$ cat src/rtl/bsz_pkg.sv
package bsz_pkg;
   localparam int BSZ_DW = 32;
   localparam int BSZ_LANES = BSZ_DW / 8;

   typedef enum logic [1:0] {
      SZ_BYTE = 2'd0,
      SZ_HALF = 2'd1,
      SZ_WORD = 2'd2,
      SZ_RSVD = 2'd3
   } xfer_size_e;
endpackage

$ cat src/rtl/bsz_strap_latch.sv
module bsz_strap_latch (
   input  logic clk,
   input  logic rst_n,
   input  logic strap_in,
   output logic mode16
);
   logic cap_q;

   always_ff @(posedge clk) begin
      if (!rst_n) cap_q <= strap_in;
   end

   assign mode16 = cap_q;

   AST_WIDTH_HELD: assert property (@(posedge clk) disable iff (!rst_n)
      $past(rst_n) |-> $stable(cap_q));
endmodule

$ cat src/rtl/bsz_lane_steer.sv
module bsz_lane_steer
   import bsz_pkg::*;
(
   input  logic              mode16,
   input  logic              active,
   input  logic              write,
   input  xfer_size_e        size,
   input  logic [1:0]        alo,
   input  logic              phase,
   input  logic [BSZ_DW-1:0] wdata,
   input  logic [BSZ_DW-1:0] din,
   output logic [3:0]        be_n,
   output logic [BSZ_DW-1:0] dout,
   output logic [1:0]        doe,
   output logic [BSZ_DW-1:0] rd
);
   localparam int HW = BSZ_DW / 2;

   logic [BSZ_LANES-1:0] en32;
   logic [BSZ_DW-1:0]    dout32, dout16, rd32, rd16, sh8, sh16;
   logic [3:0]           be16;
   logic                 a1, lo_en, hi_en;

   for (genvar i = 0; i < BSZ_LANES; i++) begin : g_lane
      assign en32[i] = (size == SZ_BYTE) ? (alo == 2'(i)) :
                       (size == SZ_HALF) ? (alo[1] == 1'(i / 2)) : 1'b1;
      assign dout32[8*i +: 8] = (size == SZ_BYTE) ? wdata[7:0] :
                                (size == SZ_HALF) ? wdata[8*(i%2) +: 8] :
                                                    wdata[8*i +: 8];
   end

   assign a1    = (size == SZ_WORD) ? phase : alo[1];
   assign lo_en = (size != SZ_BYTE) || !alo[0];
   assign hi_en = (size != SZ_BYTE) ||  alo[0];
   assign be16  = {a1, !hi_en, !hi_en, !lo_en};

   assign dout16 = {{HW{1'b0}},
                    (size == SZ_BYTE)            ? {2{wdata[7:0]}} :
                    (size == SZ_WORD && phase)   ? wdata[BSZ_DW-1:HW] :
                                                   wdata[HW-1:0]};

   assign sh8  = din >> {alo, 3'b000};
   assign sh16 = din >> {alo[1], 4'b0000};
   assign rd32 = (size == SZ_BYTE) ? {24'h0, sh8[7:0]} :
                 (size == SZ_HALF) ? {{HW{1'b0}}, sh16[HW-1:0]} : din;
   assign rd16 = (size == SZ_BYTE) ? {24'h0, alo[0] ? din[15:8] : din[7:0]} :
                                     {{HW{1'b0}}, din[HW-1:0]};

   assign be_n = !active ? 4'hF : (mode16 ? be16 : ~en32);
   assign dout = mode16 ? dout16 : dout32;
   assign doe  = (active && write) ? (mode16 ? 2'b01 : 2'b11) : 2'b00;
   assign rd   = mode16 ? rd16 : rd32;
endmodule

$ cat src/rtl/bsz_seq.sv
module bsz_seq
   import bsz_pkg::*;
#(
   parameter int ADDR_W   = 32,
   parameter int IO_TAG_W = 2,
   parameter logic [IO_TAG_W-1:0] IO_TAG = '1
) (
   input  logic              clk,
   input  logic              rst_n,
   input  logic              mode16,
   input  logic              req_valid,
   input  logic [ADDR_W-1:0] req_addr,
   input  xfer_size_e        req_size,
   input  logic              req_write,
   input  logic [BSZ_DW-1:0] req_wdata,
   input  logic              bus_ready,
   input  logic [BSZ_DW-1:0] lane_rd,
   output logic              active,
   output logic              phase,
   output logic [ADDR_W-1:0] addr_q,
   output xfer_size_e        size_q,
   output logic              wr_q,
   output logic [BSZ_DW-1:0] wdata_q,
   output logic              done_q,
   output logic              err_q,
   output logic [BSZ_DW-1:0] rdata_q
);
   localparam int HW = BSZ_DW / 2;

   typedef enum logic {ST_IDLE, ST_DATA} st_e;
   st_e st;
   logic [HW-1:0] low_q;
   logic misal, io_hit, split;

   assign misal  = (req_size == SZ_RSVD) ||
                   (req_size == SZ_HALF && req_addr[0]) ||
                   (req_size == SZ_WORD && req_addr[1:0] != 2'b00);
   assign io_hit = req_addr[ADDR_W-1 -: IO_TAG_W] == IO_TAG;
   assign split  = mode16 && (size_q == SZ_WORD);
   assign active = (st == ST_DATA);

   always_ff @(posedge clk or negedge rst_n) begin
      if (!rst_n) begin
         st      <= ST_IDLE;
         phase   <= 1'b0;
         addr_q  <= '0;
         size_q  <= SZ_BYTE;
         wr_q    <= 1'b0;
         wdata_q <= '0;
         done_q  <= 1'b0;
         err_q   <= 1'b0;
         rdata_q <= '0;
         low_q   <= '0;
      end else begin
         done_q <= 1'b0;
         err_q  <= 1'b0;
         unique case (st)
            ST_IDLE: if (req_valid) begin
               addr_q  <= req_addr;
               size_q  <= req_size;
               wr_q    <= req_write;
               wdata_q <= req_wdata;
               phase   <= 1'b0;
               if (misal || io_hit) begin
                  done_q  <= 1'b1;
                  err_q   <= misal;
                  rdata_q <= '0;
               end else begin
                  st <= ST_DATA;
               end
            end
            ST_DATA: if (bus_ready) begin
               if (split && !phase) begin
                  phase <= 1'b1;
                  low_q <= lane_rd[HW-1:0];
               end else begin
                  st      <= ST_IDLE;
                  done_q  <= 1'b1;
                  rdata_q <= split ? {lane_rd[HW-1:0], low_q} : lane_rd;
               end
            end
            default: st <= ST_IDLE;
         endcase
      end
   end

   AST_SPLIT_SECOND: assert property (@(posedge clk) disable iff (!rst_n)
      (active && split && !phase && bus_ready) |=> (active && phase));
   AST_SKIP_BUS: assert property (@(posedge clk) disable iff (!rst_n)
      (!active && req_valid && (misal || io_hit)) |=> (!active && done_q));
   AST_ERR_WITH_DONE: assert property (@(posedge clk) disable iff (!rst_n)
      err_q |-> done_q);
   AST_DONE_IDLE: assert property (@(posedge clk) disable iff (!rst_n)
      done_q |-> !active);
endmodule

$ cat src/rtl/bsz_bus_sizer.sv
module bsz_bus_sizer
   import bsz_pkg::*;
#(
   parameter int ADDR_W   = 32,
   parameter int IO_TAG_W = 2,
   parameter logic [IO_TAG_W-1:0] IO_TAG = '1
) (
   input  logic              clk,
   input  logic              rst_n,
   input  logic              width_strap,
   input  logic              req_valid,
   input  logic [ADDR_W-1:0] req_addr,
   input  logic [1:0]        req_size,
   input  logic              req_write,
   input  logic [31:0]       req_wdata,
   output logic              rsp_done,
   output logic              rsp_err,
   output logic [31:0]       rsp_rdata,
   output logic              bus_cyc,
   output logic              bus_write,
   output logic [ADDR_W-3:0] bus_addr,
   output logic [3:0]        bus_be_n,
   output logic [31:0]       bus_dout,
   output logic [1:0]        bus_doe,
   input  logic [31:0]       bus_din,
   input  logic              bus_ready
);
   if (ADDR_W < IO_TAG_W + 3 || ADDR_W > 64) begin : g_bad_addr_w
      $error("bsz_bus_sizer: ADDR_W out of range");
   end
   if (IO_TAG_W < 1) begin : g_bad_tag_w
      $error("bsz_bus_sizer: IO_TAG_W must be at least 1");
   end
   if (BSZ_DW != 32) begin : g_bad_dw
      $error("bsz_bus_sizer: internal port must be 32 bits");
   end

   logic              mode16, active, phase, wr_q;
   logic [ADDR_W-1:0] addr_q;
   xfer_size_e        size_q;
   logic [31:0]       wdata_q, lane_rd;

   bsz_strap_latch u_strap (
      .clk(clk), .rst_n(rst_n), .strap_in(width_strap), .mode16(mode16)
   );

   bsz_seq #(.ADDR_W(ADDR_W), .IO_TAG_W(IO_TAG_W), .IO_TAG(IO_TAG)) u_seq (
      .clk(clk), .rst_n(rst_n), .mode16(mode16),
      .req_valid(req_valid), .req_addr(req_addr),
      .req_size(xfer_size_e'(req_size)), .req_write(req_write),
      .req_wdata(req_wdata), .bus_ready(bus_ready), .lane_rd(lane_rd),
      .active(active), .phase(phase), .addr_q(addr_q), .size_q(size_q),
      .wr_q(wr_q), .wdata_q(wdata_q), .done_q(rsp_done), .err_q(rsp_err),
      .rdata_q(rsp_rdata)
   );

   bsz_lane_steer u_steer (
      .mode16(mode16), .active(active), .write(wr_q), .size(size_q),
      .alo(addr_q[1:0]), .phase(phase), .wdata(wdata_q), .din(bus_din),
      .be_n(bus_be_n), .dout(bus_dout), .doe(bus_doe), .rd(lane_rd)
   );

   assign bus_cyc   = active;
   assign bus_write = wr_q;
   assign bus_addr  = addr_q[ADDR_W-1:2];

   AST_HOLD_IN_WAIT: assert property (@(posedge clk) disable iff (!rst_n)
      (bus_cyc && !bus_ready) |=> (bus_cyc && $stable(bus_addr) &&
                                   $stable(bus_be_n) && $stable(bus_dout)));
   AST_UPPER_LINES_OFF: assert property (@(posedge clk) disable iff (!rst_n)
      (mode16 && bus_cyc) |-> (!bus_doe[1] && bus_dout[31:16] == 16'h0));
   AST_BYTE_ONE_SELECT: assert property (@(posedge clk) disable iff (!rst_n)
      (bus_cyc && !mode16 && size_q == SZ_BYTE) |-> $countones(~bus_be_n) == 1);
   AST_READ_NO_DRIVE: assert property (@(posedge clk) disable iff (!rst_n)
      (bus_cyc && !bus_write) |-> bus_doe == 2'b00);
endmodule

$ cat config.mk
export PLATFORM = sky130hd
export DESIGN_NAME = bsz_bus_sizer
export DESIGN_NICKNAME = d
export VERILOG_FILES = /design/src/rtl/bsz_pkg.sv /design/src/rtl/bsz_strap_latch.sv /design/src/rtl/bsz_lane_steer.sv /design/src/rtl/bsz_seq.sv /design/src/rtl/bsz_bus_sizer.sv
export SDC_FILE = /design/constraint.sdc
export NUM_CORES = 1
export LEC_CHECK = 0
export CAP_MARGIN = 40
export CORE_MARGIN = 10
export CORE_UTILIZATION = 47
export CTS_CLUSTER_DIAMETER = 60
export DETAILED_ROUTE_END_ITERATION = 10
export PLACE_DENSITY = 0.91
export SYNTH_ARGS = -nofsm -noshare
export SYNTH_HDL_FRONTEND = slang
export SYNTH_SLANG_ARGS = --single-unit
$ cat constraint.sdc
create_clock -name clk -period 2.65 [get_ports clk]
set_input_delay 0.795 -clock clk [delete_from_list [all_inputs] [get_ports clk]]
set_output_delay 0.795 -clock clk [all_outputs]
set_load 0.05 [all_outputs]
; Word level (Yosys, flattened, before mapping)
; Index checks and enable logic that the tools add are counted.
[op_classes]
bitwise = 3
eq_ne = 14
reduce_logical = 23
shift = 2
mux = 47
[ops]
columns = cell, count
row1 = $mux 32, 9
row2 = $pmux 32 s2, 1
row3 = $mux 16, 3
row4 = $mux 8, 6
row5 = $shr 32x5->16, 1
row6 = $shr 32x5->8, 1
row7 = $mux 1, 21
row8 = $eq 2x2->1 const B, 6
row9 = $mux 4, 2
row10 = $ne 2x2->1 const B, 4
row11 = $eq 2x1->1 const B, 3
row12 = $logic_and 1x1->1, 6
row13 = $pmux 1 s2, 3
row14 = $reduce_and 3->1, 2
row15 = $logic_or 1x1->1, 5
row16 = $logic_not 1->1, 4
row17 = $logic_not 2->1, 2
row18 = $mux 2, 2
row19 = $not 4->4, 1
row20 = $reduce_and 4->1, 1
row21 = $reduce_bool 2->1, 2
row22 = $ne 2x1->1 const B, 1
row23 = $not 1->1, 2
row24 = $reduce_and 2->1, 1
[totals]
word_cells = 100
output_inout_bits = 104
inputBits = 104
reg_bits = 120

; Longest topological paths before layout
; Gate-level depths: netlist of run 1.
[logic_depth]
depth_word = 8
ltp_mapped = 9
depth_no_buf = 5

; By module
; Synthesis of run 1 repeated with hierarchy kept, for this count alone.
[unflattened]
hier_cells = 557
hier_area_um2 = 6729.0
[by_module_without_submodules]
columns = module, instances, cells_per_inst, seq_area_each_um2, area_each_um2
row1 = bsz_seq, 1, 377, 2977.9, 5401.4
row2 = bsz_lane_steer, 1, 178, 0.0, 1293.7
row3 = bsz_strap_latch, 1, 2, 30.0, 33.8

; Least setup slack after synthesis of run 1
; OpenSTA, ideal clock, no wires.
[synth_timing]
kind = reg2out
start = reg u_seq.size_q[0]
end = out bus_dout[10]
path_stages_with_launch = 7
path_slack_ns = -0.510
required_time_ns = 1.855
arrival_time_ns = 2.365
path_buffers = 2
path_cell_list = dfrtp_1 buf_2 nor2b_1 nand3_2 buf_2 mux2i_1 o21ai_0
[synth_between]
elab_chain_len = 5
[synth_lines]
columns = element, line
row1 = start: declaration, bsz_seq.sv:21  ; output xfer_size_e size_q,
row2 = start signal: assignment, bsz_seq.sv:60  ; size_q <= req_size;
row3 = $eq 2x2->1, bsz_lane_steer.sv:39  ; (size == SZ_WORD && phase) ? wdata[BSZ_DW-1:HW] :
row4 = $logic_and 1x1->1, bsz_lane_steer.sv:39
row5 = $mux 16, bsz_lane_steer.sv:39
row6 = $mux 16, bsz_lane_steer.sv:38  ; (size == SZ_BYTE) ? {2{wdata[7:0]}} :
row7 = $mux 32 *, bsz_lane_steer.sv:50  ; assign dout = mode16 ? dout16 : dout32;
row8 = end: declaration, bsz_bus_sizer.sv:23  ; output logic [31:0] bus_dout,
; Mark *: on every way between the ends. The rest lies on a longest branch, timed or not.

; Worst setup path after layout of run 1
[layout_timing]
start = reg u_seq.size_q[1]
end = out bus_dout[8]
; The elaborated chain is that of the path after synthesis.

==> impl_results.rst, run 1 <==
.. list-table::
   :header-rows: 1

   * - Metric
     - Value
   * - Half-perimeter wire length after detailed placement
     - 15300 um
   * - Fraction of synthesized cell area in xor and xnor cells
     - 0.274%
   * - Leakage
     - 0.00397 uW
   * - Type of the most critical hold path
     - input port to asynchronous set/reset pin
   * - Critical path's largest stage delay
     - 0.42 ns
   * - Kind of end point of the critical path
     - output port
   * - Setup-violating endpoint count in the final report
     - 1
   * - Count of buffer and inverter cells on the critical path
     - 2
   * - Worst Reg-to-Reg Cells
     - 7
   * - Adder and majority cell fraction of the synthesized area
     - 0%
   * - Cell at the root of the clock tree
     - sky130_fd_sc_hd__clkbuf_16
   * - Startpoint of the worst-slack reg-to-reg timing path
     - u_strap.mode16
   * - Insertion delay to the later sink of the worst-skew pair
     - 0.42 ns
   * - Horizontal die dimension
     - 137 um
   * - Sequential cell area fraction in the yosys report
     - 47.0%
   * - Outcome
     - finished, violations left
   * - Wire length of the first global-routing pass
     - 32300 um
   * - Number of antenna violations at the first check in global routing
     - 0
   * - Setup CP Type
     - flip-flop to output port
   * - Layout Nets
     - 861
   * - Kind of launch point of the worst setup path
     - flip-flop
   * - Min setup slack post-route
     - -0.0155 ns
   * - Area share of the leading cell type in the synthesized netlist
     - 46.6%
   * - Number of routed nets with antenna violations
     - 0
   * - Data required time of the critical path
     - 1.86 ns
   * - Number of hold buffers added after cts
     - 0
   * - Number of filler cells placed in the layout
     - 948
   * - Mean Syn Cell Area
     - 11.2 um^2
   * - Headroom to the max-slew limit
     - 51.3%
   * - Count of input and output buffers
     - 207
   * - Layout cell share with drive strength beyond 1
     - 28.2%
   * - Detail-routed net length per standard cell
     - 22.1 um
   * - Top cells by area, synth
     - sky130_fd_sc_hd__dfrtp_1 (47%), sky130_fd_sc_hd__mux2_2 (13%), sky130_fd_sc_hd__mux2i_1 (6.9%), sky130_fd_sc_hd__buf_4 (3.9%), sky130_fd_sc_hd__nor2_1 (2.1%)
   * - Kind of cell with the highest combined delay on the critical path
     - flip-flops
   * - Clock transition at the registers of the reported paths
     - 0.06 ns
   * - Critical-path cell list
     - nor2b_4 > nand3_4 > clkbuf_16 > mux2i_2 > o21ai_2 > buf_12
   * - Max-cap viol count
     - 0
   * - Number of storage elements in the synthesis netlist
     - 120
   * - Number of diodes added for antenna fixing
     - 0
   * - Power density over the cells
     - 1500 nW/um^2
   * - Synth unique cells
     - 55
   * - TritonCTS Sinks
     - 120
   * - Data arrival time of the critical path
     - 1.87 ns
   * - Routability congestion estimate
     - 0.920
   * - Synthesized netlist cell count
     - 569
   * - Design area
     - 9460 um^2
   * - Final Hold Violating Endpoints
     - 0
   * - Cell area after placement
     - 8700 um^2
   * - Initial cell density of the core
     - 48.1%
   * - Netlist Area Pre-Place
     - 6390 um^2
   * - Clock skew after layout
     - 0.0140 ns
   * - Simple-Gate Fraction of Synth Area
     - 9.59%
   * - Number of synthesized flops with an enable pin
     - 1
   * - Total CTS buffers
     - 17
   * - Die area
     - 18700 um^2
   * - Drt first-iter violations
     - 363
   * - H-tree levels
     - 4
   * - Fmax achieved
     - 0.375 GHz
   * - Combinational family with the most area after synthesis
     - multiplexers
   * - Final critical-path required period
     - 2.67 ns
   * - CTS max path bufs
     - 2
   * - Residual DRC count
     - 0
   * - Worst-case hold slack
     - 0.326 ns
   * - Worst Max-Slew Pin Slew
     - 0.728 ns
   * - Largest area contributor in the synthesized netlist
     - sky130_fd_sc_hd__dfrtp_1
   * - Max Fanout on Critical Path
     - 8
   * - Most instantiated flip-flop cell in the synthesis netlist
     - sky130_fd_sc_hd__dfrtp_1
   * - Number of global-route vias before repair
     - 5903
   * - Post-synthesis mux area share
     - 20.5%
   * - Complex-gate fraction of the synthesized area
     - 15.0%
   * - Share of synthesized flip-flops with an asynchronous set or reset
     - 99.2%
   * - Layout overhead on the synthesized area
     - 47.9%
   * - Dominant cell by count in the synthesized netlist
     - sky130_fd_sc_hd__dfrtp_1
   * - Largest vdd supply drop
     - 1170 uV
   * - Fraction of the cycle the final worst path needs
     - 101%
   * - Total I/O pin count
     - 208
   * - Vias per cell
     - 5.82
   * - Leading post-synthesis cells by instance count
     - sky130_fd_sc_hd__dfrtp_1 (119), sky130_fd_sc_hd__mux2_2 (74), sky130_fd_sc_hd__mux2i_1 (44)
   * - Largest net degree at the start of global routing
     - 56
   * - Reg-to-reg critical path endpoint
     - u_seq.rdata_q[9]
   * - Vias after detailed routing
     - 5506
   * - Worst R2R Setup Slack
     - 0.47 ns
   * - Leftover overflow at the end of global routing
     - 0
   * - Setup repair after global routing missed its margin
     - yes
   * - Power after layout
     - 14100 uW
   * - Placement Rows
     - 42
   * - Syn nets
     - 673
   * - Total of warnings raised by yosys
     - 0
   * - First-pass detailed-route iteration total
     - 5
   * - Violated checks
     - setup timing
   * - CTS tree
     - done
   * - Placeable core region
     - 13300 um^2
   * - Pins over their slew limit
     - 0
   * - Critical path's slowest cell
     - sky130_fd_sc_hd__dfrtp_2
   * - Total length of routed wires
     - 20900 um
   * - Height of the chip
     - 137 um
   * - Overall routing resource usage
     - 22.2%
[cells in the final DEF, fill, tap and decap left out, drive strengths merged, types with 13 or more instances in the layout]
cell type / instances
mux2: 75
o21ai: 24
a21oi: 18
a221o: 13
clkdlybuf4s50: 167
buf: 72
mux2i: 44
clkbuf: 22
nor2: 36
nand2: 32
dfrtp: 119
[worst max-delay path by stage]
stage | cells after the start | to | slack [ns] | startpoint
finish | 6 | bus_dout[8] | -0.02 | u_seq.size_q[1]
global route | 6 | bus_dout[8] | -0.06 | u_seq.size_q[1]
CTS | 6 | bus_dout[8] | -0.005 | u_seq.size_q[1]
detailed placement | 4 | u_seq.wdata_q[31] | -0.004 | req_valid
global placement | 4 | u_seq.addr_q[9] | 0.07 | req_valid
floorplan | 5 | bus_be_n[0] | -0.31 | u_seq.size_q[1]
[layer usage]
metal	vias up	global-route usage, %	part of all wire (%)
li1	2443	-	-
met2	294	35.9	48
met1	2714	25.8	39
met3	55	8.06	9.6
met5	-	0	0
met4	0	9.76	3.6
[layout make-up]
type	count	area [um^2]	area share (%)
Tap cell	176	220	2.33
Clock buffer	20	457	4.83
Inverter	10	37.5	0.397
Sequential cell	120	3010	31.8
Clock inverter	12	150	1.59
Multi-Input combinational cell	367	2990	31.6
Timing Repair Buffer	241	2590	27.4
[where the power goes]
part           internal [uW]  total, uW  leakage, uW  switching [uW]
sequential              2680       3340      0.00147             654
clock                   1520       2360     0.000280             837
combinational           3420       8450      0.00222            5030
total                   7620      14100      0.00397            6530
[repair_timing]
| item | CTS | global route |
|---|---|---|
| gates cloned | 0 | 2 |
| pin swaps | 0 | 1 |
| gates resized for setup | 10 | 11 |
| endpoints found under the hold margin | 0 | 0 |
| setup endpoints to repair | 27 | 26 |
| setup buffers | 2 | 2 |
[per-stage QoR]
stage,worst slack (ns),util [%],instances,setup TNS (ns)
floorplan,-0.312,-,569,-1.26
global placement,0.0727,65.4,908,0
detailed placement,-0.00438,65.4,908,-0.0143
CTS,-0.00459,70.4,942,-0.00958
global route,-0.0602,71.1,946,-0.317
finish,-0.0155,71.1,946,-0.0155
[kinds of logic after synthesis]
| group | count (synthesis) |
|---|---|
| buf+inv | 82 |
| compound gates | 127 |
| mux | 120 |
| flops | 120 |
| simple gates | 118 |
| xor+xnor | 2 |
[worst register-to-register path, cell delays in order (launching register included)]
cell	delay (ns)
sky130_fd_sc_hd__edfxtp_1	0.42
sky130_fd_sc_hd__buf_6	0.20
sky130_fd_sc_hd__buf_4	0.20
sky130_fd_sc_hd__nor4bb_2	0.36
sky130_fd_sc_hd__buf_4	0.22
sky130_fd_sc_hd__mux2i_1	0.30
sky130_fd_sc_hd__nor3_1	0.09
sky130_fd_sc_hd__a221o_1	0.28
[registers in the layout, indices dropped and copies added (netlist names)]
signal	count
u_seq.rdata_q	32
u_seq.addr_q	32
u_seq.low_q	16
u_seq.active	1
u_seq.size_q	2
u_seq.err_q	1
u_seq.done_q	1
u_strap.mode16	1
u_seq.wr_q	1
u_seq.wdata_q	32
u_seq.phase	1
Note: power is estimated with default switching activity, not from simulation.
==> run 2, diff against run 1 <==
--- a/config.mk
+++ b/config.mk
@@ -10,6 +10,8 @@
 export CORE_UTILIZATION = 47
 export CTS_CLUSTER_DIAMETER = 60
 export DETAILED_ROUTE_END_ITERATION = 10
+export GPL_ROUTABILITY_DRIVEN = 0
+export GPL_TIMING_DRIVEN = 1
 export PLACE_DENSITY = 0.91
 export SYNTH_ARGS = -nofsm -noshare
 export SYNTH_HDL_FRONTEND = slang
==> run 2 against run 1 <==
Net effect: the run now ends clean; clock power down 8.9%; cell area fell by 0.69%; hold slack worse by 0.043 ns; die area unchanged; critical path depth down 1; cell count decreased by 0.32%; combinational power up 0.7%; non-clock buffer count down 3; global-route usage is 0.56 points higher; first-iteration DRC count increased by 50%; worst setup slack better by 0.031 ns; critical path type unchanged; largest cell class unchanged.
==> impl_results.rst, run 2 (synthesis results as in run 1) <==
.. list-table::
   :header-rows: 1

   * - Metric
     - Value
   * - Final critical-path required period
     - 2.63 ns
   * - Half-perimeter wire length after detailed placement
     - 15600 um
   * - Placement Rows
     - 42
   * - Overall routing resource usage
     - 22.7%
   * - Total I/O pin count
     - 208
   * - Layout overhead on the synthesized area
     - 46.9%
   * - Worst Setup Slack post-DPL
     - -0.0125 ns
   * - Wire length of the first global-routing pass
     - 33000 um
   * - Power after layout
     - 14000 uW
   * - Leakage
     - 0.00394 uW
   * - Most common cell after layout, fill and taps aside
     - sky130_fd_sc_hd__clkdlybuf4s50_1
   * - Instance count after placement with tap cells included
     - 908
   * - Power density over the cells
     - 1490 nW/um^2
   * - Number of global-route vias before repair
     - 5913
   * - Max-cap viol count
     - 0
   * - Headroom to the max-slew limit
     - 43.1%
   * - Data arrival time of the critical path
     - 1.84 ns
   * - Data required time of the critical path
     - 1.86 ns
   * - Clock transition at the registers of the reported paths
     - 0.05 ns
   * - Number of antenna violations at the first check in global routing
     - 0
   * - Number of diodes added for antenna fixing
     - 0
   * - First-pass detailed-route iteration total
     - 5
   * - Min setup slack post-route
     - 0.0155 ns
   * - Layout Nets
     - 858
   * - CTS tree
     - done
   * - Placeable core region
     - 13300 um^2
   * - Multi-input gate area
     - 3000 um^2
   * - Setup CP Type
     - flip-flop to output port
   * - Largest vdd supply drop
     - 1220 uV
   * - Largest net degree at the start of global routing
     - 70
   * - Number of standard cells in the final layout excluding fillers
     - 943
   * - Residual DRC count
     - 0
   * - Max Fanout on Critical Path
     - 19
   * - Height of the chip
     - 137 um
   * - Commonest cells after routing, fill and taps aside
     - sky130_fd_sc_hd__clkdlybuf4s50_1 (167), sky130_fd_sc_hd__dfrtp_1 (117), sky130_fd_sc_hd__mux2_2 (74)
   * - Leftover overflow at the end of global routing
     - 0
   * - Fmax achieved
     - 0.380 GHz
   * - CTS max path bufs
     - 2
   * - Fraction of the cycle the final worst path needs
     - 99.4%
   * - Kind of launch point of the worst setup path
     - flip-flop
   * - Total CTS buffers
     - 17
   * - Pins over their slew limit
     - 0
   * - Kind of end point of the critical path
     - output port
   * - Number of filler cells placed in the layout
     - 916
   * - Total length of routed wires
     - 21500 um
   * - Detail-routed net length per standard cell
     - 22.8 um
   * - Clock skew after layout
     - 0.00612 ns
   * - Worst-case hold slack
     - 0.282 ns
   * - Number of routed nets with antenna violations
     - 0
   * - Horizontal die dimension
     - 137 um
   * - Count of input and output buffers
     - 207
   * - Vias after detailed routing
     - 5597
   * - Vias per cell
     - 5.94
   * - Area taken by flip-flops and latches
     - 3010 um^2
   * - Insertion delay to the later sink of the worst-skew pair
     - 0.41 ns
   * - Drt first-iter violations
     - 544
   * - Setup-violating endpoint count in the final report
     - 0
   * - H-tree levels
     - 4
   * - Final Hold Violating Endpoints
     - 0
   * - Worst Max-Slew Pin Slew
     - 0.850 ns
   * - Initial cell density of the core
     - 48.1%
   * - Largest registers
     - u_seq.addr_q x32, u_seq.rdata_q x32, u_seq.wdata_q x32
   * - Utilization after layout
     - 70.7%
   * - Setup repair after global routing missed its margin
     - yes
   * - Layout cell share with drive strength beyond 1
     - 28.0%
   * - TritonCTS Sinks
     - 120
   * - Die area
     - 18700 um^2
   * - Outcome
     - finished, final reports clean
   * - Cell at the root of the clock tree
     - sky130_fd_sc_hd__clkbuf_16
   * - Type of the most critical hold path
     - input port to asynchronous set/reset pin
-- run 2: changes by cell type in the layout (fill, tap and decap cells not counted), sizes merged --
cell      previous run  this run
clkbuf              22        20
buf                 72        70
clkinvlp             6         4
bufbuf               0         1
bufinv               3         1
clkinv               3         7
-- run 2: through the flow --
| stage | TNS [ns] | instance area, um^2 |
|---|---|---|
| after floorplan | -1.26 | 6440 |
| after global placement | 0 | 8700 |
| after detailed placement | -0.0125 | 8700 |
| after CTS | -0.0214 | 9370 |
| after global routing | -0.413 | 9390 |
| final | 0 | 9390 |
-- run 2: cell type report --
type / instances / share of cell area, %
Timing Repair Buffer: 238 / 27.3
Sequential cell: 120 / 32.0
Multi-Input combinational cell: 367 / 32.0
Tap cell: 176 / 2.34
Clock buffer: 20 / 4.86
Clock inverter: 12 / 1.09
Inverter: 10 / 0.400
-- run 2: path summary, 6_finish.rpt --
kind,from,to,slack (ns),depth (start not counted)
max in group asynchronous,rst_n,u_seq.size_q[1],1.62,2
worst max-delay path,u_strap.mode16,bus_be_n[3],0.02,5
worst min-delay path,rst_n,u_seq.rdata_q[0],0.28,1
worst max register to register,u_strap.mode16,u_seq.rdata_q[10],0.45,7
min in group clk,u_seq.low_q[15],u_seq.low_q[15],0.48,2
worst min register to register,u_seq.low_q[15],u_seq.low_q[15],0.48,2
-- run 2: timing repair --
| item | in CTS | in global routing |
|---|---|---|
| hold buffers | 0 | 0 |
| setup endpoints to repair | 25 | 15 |
| pin swaps | 2 | 1 |
| buffers inserted | 1 | 1 |
| cloned | 1 | 0 |
| resized for setup | 18 | 5 |
-- run 2: layer usage --
metal	part of all wire (%)	vias to the layer above	GRT usage, %
li1	-	2430	-
met1	37	2765	26.1
met2	49	352	37.5
met3	11	50	8.50
met4	3.1	0	9.05
met5	0	-	0
-- run 2: critical path: stages (launching register included) --
cell                       delay [ns]
sky130_fd_sc_hd__edfxtp_1        0.43
sky130_fd_sc_hd__buf_6           0.20
sky130_fd_sc_hd__a32oi_1         0.21
sky130_fd_sc_hd__o221ai_1        0.14
sky130_fd_sc_hd__a31o_2          0.28
sky130_fd_sc_hd__buf_12          0.15
-- run 2: power breakdown --
group | switching, uW | internal [uW]
Combinational | 5080 | 3430
Clock | 821 | 1330
Sequential | 688 | 2680
Total | 6590 | 7450
==> run 3, diff against run 2 <==
==> constraint.sdc (replaced) <==
create_clock -name clk -period 2.65 [get_ports clk]
set_input_delay 0.53 -clock clk [delete_from_list [all_inputs] [get_ports clk]]
set_output_delay 0.53 -clock clk [all_outputs]
set_load 0.05 [all_outputs]
==> run 3 against run 2 <==
Net effect: sequential power shrank 1%; hold slack lost 0.25 ns; sequential share of layout area shrank 0.37 points; routed wire length grew 0.86%; cell count shrank 0.64%; clock skew grew 0.0073 ns.
==> impl_results.rst, run 3 (synthesis results as in run 1) <==
.. list-table::
   :header-rows: 1

   * - Metric
     - Value
   * - Kind of cell with the highest combined delay on the critical path
     - compound AO/OA/AOI/OAI gates
   * - Number of routed nets with antenna violations
     - 0
   * - Count of input and output buffers
     - 207
   * - Kind of end point of the critical path
     - output port
   * - Cell area after placement
     - 8800 um^2
   * - Clock transition at the registers of the reported paths
     - 0.06 ns
   * - Number of antenna violations at the first check in global routing
     - 0
   * - Kind of launch point of the worst setup path
     - flip-flop
   * - Number of filler cells placed in the layout
     - 838
   * - Power density over the cells
     - 1520 nW/um^2
   * - Insertion delay to the later sink of the worst-skew pair
     - 0.42 ns
   * - Worst Max-Slew Pin Slew
     - 0.806 ns
   * - Fraction of the cycle the final worst path needs
     - 96.6%
   * - Setup repair after global routing missed its margin
     - no
   * - Max-cap viol count
     - 0
   * - Startpoint of the worst-slack reg-to-reg timing path
     - u_strap.mode16
   * - Height of the chip
     - 137 um
   * - Total I/O pin count
     - 208
   * - Layout Nets
     - 852
   * - Number of hold buffers added after cts
     - 0
   * - Cell at the root of the clock tree
     - sky130_fd_sc_hd__clkbuf_16
   * - Total net switching power
     - 6580 uW
   * - Final Hold Violating Endpoints
     - 0
   * - Wire length of the first global-routing pass
     - 32900 um
   * - Total Negative Setup Slacks
     - 0 ns
   * - Commonest cells after routing, fill and taps aside
     - sky130_fd_sc_hd__clkdlybuf4s50_1 (169), sky130_fd_sc_hd__dfrtp_1 (118), sky130_fd_sc_hd__mux2_2 (74)
   * - Critical path's slowest cell
     - sky130_fd_sc_hd__dfrtp_2
   * - Largest net degree at the start of global routing
     - 66
   * - Number of global-route vias before repair
     - 5872
   * - Data arrival time of the critical path
     - 2.03 ns
   * - Data required time of the critical path
     - 2.12 ns
   * - Horizontal die dimension
     - 137 um
   * - Count of buffer and inverter cells on the critical path
     - 2
   * - Pins over their slew limit
     - 0
   * - Max Fanout on Critical Path
     - 57
   * - Sequential Power Share
     - 23.0%
   * - Largest registers
     - u_seq.addr_q x32, u_seq.rdata_q x32, u_seq.wdata_q x32
   * - Fmax achieved
     - 0.391 GHz
   * - First-pass detailed-route iteration total
     - 5
   * - Overall routing resource usage
     - 22.7%
   * - Clock power frac
     - 17.5%
   * - CTS tree
     - done
   * - Worst-case hold slack
     - 0.0276 ns
   * - Leftover overflow at the end of global routing
     - 0
   * - Placeable core region
     - 13300 um^2
   * - Outcome
     - finished, final reports clean
   * - Total CTS buffers
     - 17
   * - Switching part of the total
     - 45.5%
   * - Layout cell share with drive strength beyond 1
     - 24.4%
   * - Vias per cell
     - 5.97
   * - Leakage
     - 0.00397 uW
   * - Vias after detailed routing
     - 5593
   * - Internal portion of total power
     - 7890 uW
   * - Origin of the worst setup path
     - u_seq.size_q[1]
   * - Number of diodes added for antenna fixing
     - 0
   * - Clock skew after layout
     - 0.0134 ns
   * - Setup-violating endpoint count in the final report
     - 0
   * - Residual DRC count
     - 0
   * - Drt first-iter violations
     - 486
   * - Most common cell after layout, fill and taps aside
     - sky130_fd_sc_hd__clkdlybuf4s50_1
   * - Gate power share
     - 59.5%
   * - TritonCTS Sinks
     - 120
   * - Detail-routed net length per standard cell
     - 23.1 um
   * - Critical path's largest stage delay
     - 0.42 ns
   * - Layout overhead on the synthesized area
     - 48.6%
   * - H-tree levels
     - 4
   * - Type of the most critical hold path
     - input port to asynchronous set/reset pin
   * - Headroom to the max-slew limit
     - 46.1%
   * - Total length of routed wires
     - 21700 um
   * - Largest vdd supply drop
     - 1060 uV
   * - Worst Setup Slack post-DPL
     - 0.262 ns
   * - Placement Rows
     - 42
   * - Critical-path cell list
     - buf_12 > nor2b_1 > a32oi_1 > o221ai_1 > a31o_2 > buf_12
   * - Initial cell density of the core
     - 48.1%
   * - Cell with the most instances on the worst path
     - sky130_fd_sc_hd__buf_12
   * - Half-perimeter wire length after detailed placement
     - 15900 um
   * - CTS max path bufs
     - 2
   * - Design area
     - 9500 um^2
   * - Final critical-path required period
     - 2.56 ns
   * - Min setup slack post-route
     - 0.0908 ns
   * - Die area
     - 18700 um^2
   * - Setup CP Type
     - flip-flop to output port
## run 3: stage by stage
stage,utilization (%),cells,power (uW)
2_1_floorplan,-,569,8740
3_3_place_gp,66.2,904,11600
3_5_place_dp,66.2,904,11800
4_1_cts,71.2,936,14500
5_1_grt,71.4,937,15000
6_report,71.4,937,14500
## run 3: what timing repair did
action                     4_1_cts  5_1_grt
setup buffers                    0        1
pin swaps                        0        1
setup endpoints to repair        6        6
resized for setup                4        4
## run 3: worst paths after layout
| kind | end | slack [ns] | depth (start not counted) |
|---|---|---|---|
| worst max-delay path | bus_be_n[3] | 0.09 | 6 |
| worst min-delay path | u_seq.rdata_q[2] | 0.03 | 1 |
| worst max register to register | u_seq.rdata_q[28] | 0.47 | 6 |
| worst min register to register | u_seq.rdata_q[19] | 0.49 | 1 |
| max in group asynchronous | u_seq.addr_q[6] | 1.88 | 2 |
| min in group clk | u_seq.rdata_q[19] | 0.49 | 1 |
## run 3: area by class of cell
| type | count | area [um^2] | share of cell area, % |
|---|---|---|---|
| clock buffers | 20 | 447 | 4.70 |
| clock inverters | 12 | 199 | 2.09 |
| well taps | 176 | 220 | 2.32 |
| multi-input cells | 367 | 2920 | 30.8 |
| flip-flops and latches | 120 | 3010 | 31.7 |
| repair buffers | 232 | 2660 | 28.0 |
| inverters | 10 | 37.5 | 0.395 |
## run 3: layer usage
layer	global-route usage, %	wire, um
met5	0	0
met1	26.0	7860
met4	8.88	574
met3	8.72	2430
met2	37.3	10800
## run 3: power groups by stage
stage,sequential [uW],clock (uW),combinational [uW]
2_1_floorplan,3830,0,4900
3_3_place_gp,3240,0,8330
3_5_place_dp,3310,0,8520
4_1_cts,3310,2540,8610
5_1_grt,3420,2640,8970
6_report,3330,2530,8610
